`config.mk`:
```
export PLATFORM = sky130hd
export DESIGN_NAME = prio_intc
export DESIGN_NICKNAME = d
export VERILOG_FILES = /design/src/rtl/prio_intc.sv
export SDC_FILE = /design/constraint.sdc
export NUM_CORES = 1
export LEC_CHECK = 0
export BUFFER_PORTS_ARGS = -buffer_cell sky130_fd_sc_hd__buf_2
export CAP_MARGIN = 5
export CORE_ASPECT_RATIO = 1.1
export CORE_UTILIZATION = 33
export DETAILED_ROUTE_END_ITERATION = 12
export HOLD_SLACK_MARGIN = 0.1
export SYNTH_ARGS = -nofsm -noshare
export SYNTH_HDL_FRONTEND = slang
export SYNTH_SLANG_ARGS = --single-unit
```
`constraint.sdc`:
```
create_clock -name clk -period 30.5 [get_ports clk]
set_clock_uncertainty 0.1 [all_clocks]
set_input_delay 1.525 -clock clk [delete_from_list [all_inputs] [get_ports clk]]
set_output_delay 1.525 -clock clk [all_outputs]
set_load 0.03 [all_outputs]
```
`src/rtl/prio_intc.sv`:
```
module prio_intc #(
  parameter int NUM_SRC  = 28,
  parameter logic [NUM_SRC-1:0] EXT_MASK = 28'h0600000F,
  parameter int VEC_W    = 8,
  parameter int VEC_BASE = 64,
  parameter int ADDR_W   = 3
) (
  input  logic              clk,
  input  logic              rst,
  input  logic              wr_en,
  input  logic [ADDR_W-1:0] addr,
  input  logic [31:0]       wr_data,
  output logic [31:0]       rd_data,
  input  logic [NUM_SRC-1:0] src_in,
  output logic [2:0]        irq_level,
  output logic [VEC_W-1:0]  irq_vector
);
  localparam int NUM_REG = (NUM_SRC + 7) / 8;
  localparam int ID_W    = $clog2(NUM_SRC + 1);

  logic [NUM_SRC-1:0]   sync1, sync2, sync3, pend, pol;
  logic [3*NUM_SRC-1:0] prio_flat;

  always_ff @(posedge clk) begin
    if (rst) begin
      sync1 <= '0; sync2 <= '0; sync3 <= '0;
    end else begin
      sync1 <= src_in; sync2 <= sync1; sync3 <= sync2;
    end
  end

  wire [NUM_SRC-1:0] edge_hit =
    EXT_MASK & ((sync2 & ~sync3 & ~pol) | (~sync2 & sync3 & pol));
  wire pol_wr = wr_en && (addr == ADDR_W'(NUM_REG));

  for (genvar i = 0; i < NUM_SRC; i++) begin : g_src
    localparam int HI = 31 - 4 * (i % 8);
    wire fld_wr = wr_en && (addr == ADDR_W'(i / 8)) && wr_data[HI];
    logic [2:0] prio;

    always_ff @(posedge clk) begin
      if (rst)         prio <= '0;
      else if (fld_wr) prio <= wr_data[HI-1 -: 3];
    end
    assign prio_flat[3*i +: 3] = prio;

    if (EXT_MASK[i]) begin : g_ext
      logic p, pl;
      always_ff @(posedge clk) begin
        if (rst)              p <= 1'b0;
        else if (edge_hit[i]) p <= 1'b1;
        else if (fld_wr)      p <= 1'b0;
        if (rst)              pl <= 1'b0;
        else if (pol_wr)      pl <= wr_data[i];
      end
      assign pend[i] = p;
      assign pol[i]  = pl;
    end else begin : g_int
      assign pend[i] = sync2[i];
      assign pol[i]  = 1'b0;
    end
  end

  always_comb begin
    rd_data = '0;
    if (addr == ADDR_W'(NUM_REG))
      rd_data[NUM_SRC-1:0] = pol;
    else
      for (int i = 0; i < NUM_SRC; i++)
        if (addr == ADDR_W'(i / 8))
          rd_data[31 - 4*(i%8) -: 4] = {pend[i], prio_flat[3*i +: 3]};
  end

  logic [2:0]      best_lvl;
  logic [ID_W-1:0] best_id;
  always_comb begin
    best_lvl = '0;
    best_id  = '0;
    for (int i = 0; i < NUM_SRC; i++)
      if (pend[i] && prio_flat[3*i +: 3] > best_lvl) begin
        best_lvl = prio_flat[3*i +: 3];
        best_id  = ID_W'(i + 1);
      end
  end

  assign irq_level  = best_lvl;
  assign irq_vector = VEC_W'(VEC_BASE) + VEC_W'(best_id);
endmodule


```
* After elaboration in Yosys (flattened, before gate mapping)
Index checks and enable logic that the tools add are counted.
** Operators by class
- Add/sub/neg operators :: 1
- Order comparisons :: 28
- Eq/ne operators :: 4
- Multiplexer cells :: 98
- Bitwise gates (word level) :: 8
- Reduce and logical (&&, ||, !) cells :: 68
** Operators with widths (count)
- 5-bit two-way mux :: 27
- 4-bit two-way mux :: 29
- 27-bit bitwise AND :: 4
- 3-bit two-way mux :: 28
- 3-bit greater-than comparator :: 27
- 27-bit NOT :: 3
- 1-bit logical AND :: 61
- 28-bit two-way mux :: 1
- 27-bit bitwise OR :: 1
- 1-bit two-way mux :: 13
- 2-bit nonzero test :: 6
- 7-bit by 5-bit adder with 8-bit output (first input constant) :: 1
- 3-bit by 2-bit == test with 1-bit output (second input constant) :: 2
- 3-bit by 1-bit == test with 1-bit output (second input constant) :: 1
- 3-bit == test (second input constant) :: 1
- 3-bit by 1-bit greater-than comparator with 1-bit output (second input constant) :: 1
- 3-bit zero test :: 1
** Storage, ports and cells
- Flip-flop bits (word level) :: 179
- Bits of input ports :: 66
- Output and inout bits :: 43
- Logic and storage cells :: 250

* Depth between registers and ports, before layout
Gate-level depths: netlist (run 1).
- Word-level depth :: 85
- Mapped depth :: 201
- Mapped depth without buffers :: 199

* Worst setup path before layout (run 1)
Ideal clock, no wire load.
- Path type :: reg2out
- Start :: register g_src[0].g_ext.p
- End :: output port irq_level[2]
- Arrival :: 31758 ps
- Required time :: 28875 ps
- Slack :: -2883 ps
- Cell stages (with the launch flop) :: 189
- Path buffers :: 3
- Cells stage by stage :: dfxtp_1 > and2_1 > inv_1 > ha_1 > and2b_1 > o31a_1 > buf_4 > nand2_1 > o21ai_0 > ha_1 > nor2_1 > nor2_1 > o21ai_0 > mux2_1 > o211a_1 > mux2_2 > ha_1 > nor2_1 > [... 153 more ...] > nor2_1 > a31oi_1 > nand2_1 > inv_1 > o21ai_0 > o21ai_1 > ha_1 > nand3_1 > nand2_1 > a21oi_1 > inv_1 > mux2i_1 > ha_1 > nor2b_1 > o21ai_0 > a21oi_1 > clkbuf_1 > o21ai_0
** Between the ends
- Longest elaborated chain between the ends :: 83
** RTL lines
- from (decl) :: line 48 : logic p, pl;
- from (signal assigned) :: line 50 : if (rst) p <= 1'b0;
- from (signal assigned) :: line 51 : else if (edge_hit[i]) p <= 1'b1;
- from (signal assigned) :: line 52 : else if (fld_wr) p <= 1'b0;
- 1-bit logical AND * :: line 80 : if (pend[i] && prio_flat[3*i +: 3] > best_lvl) begin
- 3-bit two-way mux * :: line 80
- 3-bit greater-than comparator :: line 80
- 1-bit logical AND :: line 80
- 3-bit two-way mux * :: line 80
- 3-bit greater-than comparator :: line 80
- 1-bit logical AND :: line 80
- 3-bit two-way mux * :: line 80
- [... 67 more ...]
- 1-bit logical AND :: line 80
- 3-bit two-way mux * :: line 80
- 3-bit greater-than comparator :: line 80
- 1-bit logical AND :: line 80
- 3-bit two-way mux * :: line 80
- 3-bit greater-than comparator :: line 80
- 1-bit logical AND :: line 80
- 3-bit two-way mux * :: line 80
- to (decl) :: line 15 : output logic [2:0] irq_level,
Mark *: on every way between the ends. The rest lies on a longest branch, timed or not.

* Worst setup path after layout (run 1)
Same ends and word-level chain as after synthesis.

==> flow_metrics.py, run 1 <==
metrics = {
    "pwr": {
        "peakVddDrop_uv": 35.1,
        "power.combinational.fraction_pct": 15.2,
        "power.static_leakage_nw": 5.73,
        "total_power_divided_by_cell_area_mw_per_mm2": 37.0,
        "switchingPower_mw": 0.152,
        "cell_internal_pwr_mw": 0.380,
        "pwr-share-clk_pct": 43.6,
        "share_seq_of_total_power_pct": 41.2,
        "switching_share_pct": 28.6,
    },
    "logic_synthesis": {
        "yosysUniqueCellTypes": 91,
        "synth.top_cell.area_share_pct": 30.4,
        "synth.cell_area_sq_mm": 0.0104,
        "synthArstFlopShare_pct": 0,
        "top_cells_by_area_synth": "dfxtp_1 (30%), nand2_1 (7.9%), a21oi_1 (7.3%), nand3_1 (5.2%), nor2b_1 (5.0%)",
        "post_synth_inst_count": 1395,
        "synth_enable_flop_cells": 0,
        "synth_area_per_cell_sq_um": 7.47,
        "primary_ff_master_synth": "dfxtp_1",
        "yosysWarnings": 0,
        "synth_seq_area_share_pct": 30.4,
        "netlist.top_cell.by_area": "dfxtp_1",
        "synth-seq-cells": 158,
    },
    "detailed_routing": {
        "drt-pass1-iter-count": 6,
        "drt_wl_total_mm": 39.9,
        "routed_via_density": 5.53,
        "route.vias.total": 11500,
        "first_iter_violations": 1096,
        "post-route-drc-count": 0,
        "drt.antenna.violating_nets": 0,
        "drt-wirelength-per-cell_microns": 19.1,
    },
    "die": {
        "fp.dieH_microns": 188,
        "die-area_sq_mm": 0.0323,
        "design.core.area_sq_mm": 0.0308,
        "core.rowCount": 67,
        "effective_utilization_at_floorplan_pct": 33.9,
        "i_o_pin_total": 109,
        "dieWidth_microns": 171,
    },
    "sta": {
        "layout_worst_path_cycle_share_pct": 108,
        "final_max_slew_viol_count": 0,
        "setup_violations": 8,
        "grt_setup_unrepaired": "yes",
        "setup_ws_ps": -2490,
        "worst_slew_margin_rel_pct": 32.1,
        "tightestPinTransition_ps": 1020,
        "maxClockFrequency_mhz": 30.3,
        "finalHoldViolCount": 0,
        "setup_tns_ps": -19650,
        "timing.final.crit_period_ps": 32990,
    },
    "worst_setup_path": {
        "worst_setup_path_start_kind": "flip-flop",
        "arrival_ps": 31360,
        "cp_slowest_cell": "dfxtp_4",
        "critPathMostFrequentCell": "ha_4",
        "criticalPathCategory": "reg2out",
        "critical_path_peak_fanout": 8,
        "setup.worst_path.end_class": "output pin",
        "worst_path_largest_cell_delay_ps": 370,
        "cp.required_ps": 28880,
    },
    "placement": {
        "buffer_ports.inserted": 105,
        "place_congestion": 0.954,
        "post-dp-hpwl_mm": 29.7,
    },
    "layout": {
        "synthToLayoutAreaGrowth_pct": 38.1,
        "ratio_of_cells_with_drive_above_1_in_the_final_layout_pct": 32.5,
        "antenna-diode-count": 0,
        "final_net_count": 1759,
        "fill_cell_count": 3063,
        "final_util_pct": 46.8,
    },
    "worst_hold_path": {
        "hp-class": "reg2reg",
    },
    "clocking": {
        "tritoncts_clock_tree": "done",
        "clkTransAtPathRegs_ps": 70,
        "ctsHtreeMaxLevel": 4,
        "clock_latency_ps": 440,
        "cts-buffers-inserted": 17,
        "clk_root_buffer_cell": "clkbuf_16",
        "numClockSinks": 158,
        "max-clock-path-buffers": 2,
    },
    "grt": {
        "all_layer_global_routing_usage_pct": 24.5,
        "first_global_vias": 11000,
        "grt_antenna_before_repair": 2,
        "grt_pass1_wl_mm": 60.2,
        "grt_start_max_net_pins": 81,
        "overflow": 0,
    },
    "job": {
        "cap_viol_max_count": 0,
    },
    "outcome": {
        "result_of_the_run": "complete, but fails checks",
        "failed_checks": "setup timing",
    },
}
-- flip-flops by register name, indices dropped and copies added, names as in the netlist --
register / count
g_src.g_ext.p: 6
g_src.g_ext.pl: 6
g_src.prio: 84
sync1: 28
sync2: 28
sync3: 6
-- worst max-delay path: cells and delay by family, from the launching register on --
family	cells	cell delay, ps
adder cells (fa/ha/maj)	31	8310
buffers and inverters	7	720
AO/OA/AOI/OAI	85	13100
flip-flops	1	370
AND/OR/NAND/NOR	67	7200
multiplexers	4	1120
-- power groups by stage --
| stage | sequential, mW | clock, mW | combinational [mW] |
|---|---|---|---|
| after floorplan | 0.220 | 0 | 0.0455 |
| after global placement | 0.223 | 0 | 0.0676 |
| after detailed placement | 0.223 | 0 | 0.0682 |
| after CTS | 0.219 | 0.234 | 0.0744 |
| after global routing | 0.220 | 0.245 | 0.0871 |
| final | 0.219 | 0.232 | 0.0809 |
-- cell type report --
type                    count  area [sq um]  share of cell area [%]
well taps                 414           518                    3.60
flip-flops and latches    158          3170                    22.0
repair buffers            323          2230                    15.5
inverters                  56           213                    1.48
clock inverters            13           176                    1.23
clock buffers              18           439                    3.05
multi-input cells        1104          7650                    53.2
-- metrics by stage --
step                      power [mW]  setup slack [ps]  hold slack [ps]  instances  instance area, sq um
after global placement         0.291             -1520              317       1982                 12600
after detailed placement       0.292             -2370              321       1982                 12600
after CTS                      0.527             -2110              334       2057                 13800
after floorplan                0.265              -882              314       1396                 10800
after global routing           0.552             -4190              355       2086                 14400
final                          0.532             -2490              332       2086                 14400
-- layout by cell type (no fill, tap or decap), drive strengths merged, types with 6 or more instances in the layout --
master	n
nand3	108
ha	33
nand2b	6
a21o	17
nor2b	83
o211a	6
a21boi	12
nor3	13
nor3b	6
a211oi	12
buf	323
a21oi	152
nor2	116
mux4	16
inv	62
o21ai	58
o211ai	21
nand2	220
or2	7
mux2i	24
o31ai	13
clkbuf	18
and2	21
o21a	20
and3	11
a221oi	8
dfxtp	158
a31oi	13
-- worst paths after layout --
check	startpoint	end	slack, ps	depth (start not counted)
worst max-delay path	g_src[0].g_ext.p	irq_level[2]	-2490	194
worst min register to register	sync1[0]	sync2[0]	330	1
worst min-delay path	sync1[0]	sync2[0]	330	1
worst max register to register	g_src[1].g_ext.p	g_src[1].g_ext.p	29320	3
-- Yosys cell counts (7+ instances only) --
cell and n:
a21o_1 17, mux2i_1 24, a211oi_1 8, a21boi_0 9
nand3_1 108, and2_1 19, o31ai_1 10, clkbuf_1 60
buf_2 7, ha_1 33, o21a_1 19, nor2b_1 83
and3_1 11, a21oi_1 152, o21ai_0 52, mux4_2 16
a31oi_1 12, inv_1 56, o211ai_1 21, nor3_1 13
dfxtp_1 158, nor2_1 116, nand2_1 220
-- layer usage --
| metal | share of wire, % | up-vias | GRT usage [%] |
|---|---|---|---|
| met5 | 0.033 | - | 0 |
| met2 | 48 | 401 | 41.4 |
| met4 | 2.0 | 2 | 7.42 |
| met1 | 43 | 5564 | 31.4 |
| li1 | - | 5512 | - |
| met3 | 7.2 | 55 | 4.22 |
-- kinds of logic after synthesis --
family	Yosys count	synth area share [%]
flops	158	30.4
simple gates	620	28.4
fa+ha+maj	38	4.44
mux	44	6.20
other cells	2	0.0721
compound gates	399	25.3
buf+inv	134	5.17
-- what timing repair did --
action,CTS,global route
pin swaps,46,100
setup endpoints to repair,8,8
buffers inserted,44,30
hold buffers,0,0
resized for setup,47,73
No activity file was read; power rests on OpenSTA's default activity.
==> run 2, diff against run 1 <==
--- a/config.mk
+++ b/config.mk
@@ -5,9 +5,9 @@
 export SDC_FILE = /design/constraint.sdc
 export NUM_CORES = 1
 export LEC_CHECK = 0
-export BUFFER_PORTS_ARGS = -buffer_cell sky130_fd_sc_hd__buf_2
+export BUFFER_PORTS_ARGS = -buffer_cell sky130_fd_sc_hd__buf_4
 export CAP_MARGIN = 5
-export CORE_ASPECT_RATIO = 1.1
+export CORE_ASPECT_RATIO = 1.4
 export CORE_UTILIZATION = 33
 export DETAILED_ROUTE_END_ITERATION = 12
 export HOLD_SLACK_MARGIN = 0.1
==> flow_metrics.py, run 2 (synthesis gave the netlist of run 1 again) <==
metrics = {
    "layout": {
        "fill_cell_count": 2992,
        "count_of_placed_standard_cells_in_the_final_layout_fillers_left_out": 2066,
        "max_flop_register": "g_src.prio",
        "ratio_of_cells_with_drive_above_1_in_the_final_layout_pct": 31.7,
        "most_common_cell_after_layout_fill_and_taps_aside": "buf_4",
        "antenna-diode-count": 0,
        "post-route-cell-area_sq_mm": 0.0145,
        "synthToLayoutAreaGrowth_pct": 39.5,
        "largest_registers": "g_src.prio x84, sync1 x28, sync2 x28",
        "largest_reg_flops": 84,
        "final_net_count": 1762,
        "layout_common_cells": "buf_4 (314), nand2_1 (210), dfxtp_1 (157), a21oi_1 (139), nand3_1 (108)",
    },
    "placement": {
        "post-dp-hpwl_mm": 30.5,
        "buffer_ports.inserted": 105,
        "dpl_cell_area_sq_mm": 0.0129,
        "place_congestion": 0.930,
        "placed_cells_incl_taps": 1962,
    },
    "detailed_routing": {
        "drt-wirelength-per-cell_microns": 19.4,
        "route.vias.total": 11600,
        "drt_wl_total_mm": 40.1,
        "drt-pass1-iter-count": 10,
        "post-route-drc-count": 3,
        "first_iter_violations": 929,
        "routed_via_density": 5.62,
        "drt.antenna.violating_nets": 0,
    },
    "clocking": {
        "clk_root_buffer_cell": "clkbuf_16",
        "clkTransAtPathRegs_ps": 70,
        "numClockSinks": 158,
        "ctsHtreeMaxLevel": 4,
        "max-clock-path-buffers": 2,
        "clock_latency_ps": 450,
        "cts-buffers-inserted": 17,
        "tritoncts_clock_tree": "done",
    },
    "die": {
        "effective_utilization_at_floorplan_pct": 33.7,
        "design.core.area_sq_mm": 0.0309,
        "die-area_sq_mm": 0.0323,
        "core.rowCount": 76,
        "fp.dieH_microns": 212,
        "dieWidth_microns": 152,
        "i_o_pin_total": 109,
    },
    "sta": {
        "setup_tns_ps": -18290,
        "tightestPinTransition_ps": 979,
        "setup_ws_ps": -2350,
        "grt_setup_unrepaired": "yes",
        "finalHoldViolCount": 0,
        "worst_slew_margin_rel_pct": 34.6,
        "final_max_slew_viol_count": 0,
        "layout_worst_path_cycle_share_pct": 108,
        "maxClockFrequency_mhz": 30.4,
        "setup_violations": 8,
        "timing.final.crit_period_ps": 32850,
        "final.hold.worst_slack_ps": 337,
    },
    "worst_setup_path": {
        "worst_path_largest_cell_delay_ps": 390,
        "critPathMostFrequentCell": "ha_4",
        "cp_slowest_cell": "or3_1",
        "cp.required_ps": 28880,
        "criticalPathCategory": "reg2out",
        "critical_path_peak_fanout": 7,
        "worstPathBufferInverterCount": 8,
        "setup.worst_path.end_class": "output pin",
        "path_delay_family": "compound AO/OA/AOI/OAI gates",
        "worst_setup_path_start_kind": "flip-flop",
        "arrival_ps": 31220,
    },
    "grt": {
        "grt_start_max_net_pins": 87,
        "first_global_vias": 11300,
        "all_layer_global_routing_usage_pct": 24.7,
        "overflow": 0,
        "grt_pass1_wl_mm": 60.7,
        "grt_antenna_before_repair": 0,
    },
    "pwr": {
        "total_power_divided_by_cell_area_mw_per_mm2": 36.2,
        "power.static_leakage_nw": 5.78,
        "peakVddDrop_uv": 39.9,
        "design_power_mw": 0.526,
    },
    "worst_hold_path": {
        "hp-class": "reg2reg",
    },
    "job": {
        "cap_viol_max_count": 0,
    },
    "outcome": {
        "failed_checks": "DRC, setup timing",
        "result_of_the_run": "complete, but fails checks",
    },
}
==> run 2: area by class of cell <==
cell class | instances | area, sq um | area share (%)
flip-flops and latches | 158 | 3170 | 21.8
repair buffers | 326 | 2510 | 17.3
inverters | 56 | 213 | 1.46
multi-input cells | 1104 | 7550 | 51.9
clock buffers | 20 | 467 | 3.21
clock inverters | 12 | 148 | 1.02
well taps | 390 | 488 | 3.36
==> run 2: metal layers <==
layer | track usage, % | vias to the layer above | routed length [microns]
met5 | 0 | - | 0
met4 | 16.3 | 0 | 2190
met3 | 3.14 | 117 | 2000
met2 | 44.6 | 442 | 20200
met1 | 27.2 | 5544 | 15600
li1 | - | 5518 | -
==> run 2: per-stage QoR <==
step	worst slack, ps	utilization (%)
floorplan	-882	-
global placement	-1910	41.7
detailed placement	-2540	41.7
CTS	-2100	45.3
global route	-4240	47.1
finish	-2350	47.1
==> run 2: path summary, 6_finish.rpt <==
| check | startpoint | to | slack (ps) | depth (start not counted) |
|---|---|---|---|---|
| hold / removal | sync1[12] | sync2[12] | 340 | 1 |
| setup reg to reg | g_src[1].g_ext.pl | g_src[1].g_ext.p | 29340 | 3 |
| setup / recovery | g_src[0].g_ext.p | irq_vector[4] | -2350 | 190 |
| hold reg to reg | sync1[12] | sync2[12] | 340 | 1 |
==> run 2: worst reg2reg max path: cells and delay by family (launching register included) <==
kind,cells,cell delay [ps]
flip-flops,1,430
AO/OA/AOI/OAI,1,350
AND/OR/NAND/NOR,2,130
==> run 2: report_power, final <==
group | internal (mW) | total [mW] | switching (mW) | leakage (nW)
clock network | 0.129 | 0.224 | 0.0954 | 0.296
logic | 0.0375 | 0.0825 | 0.0450 | 4.20
registers | 0.212 | 0.219 | 0.00714 | 1.29
==> run 2: repair_timing <==
action,in CTS,in global routing
gates resized for setup,35,57
endpoints found under the hold margin,0,0
pin swaps,49,44
buffers inserted,46,26
endpoints found under the setup margin,8,8
hold buffers,0,0
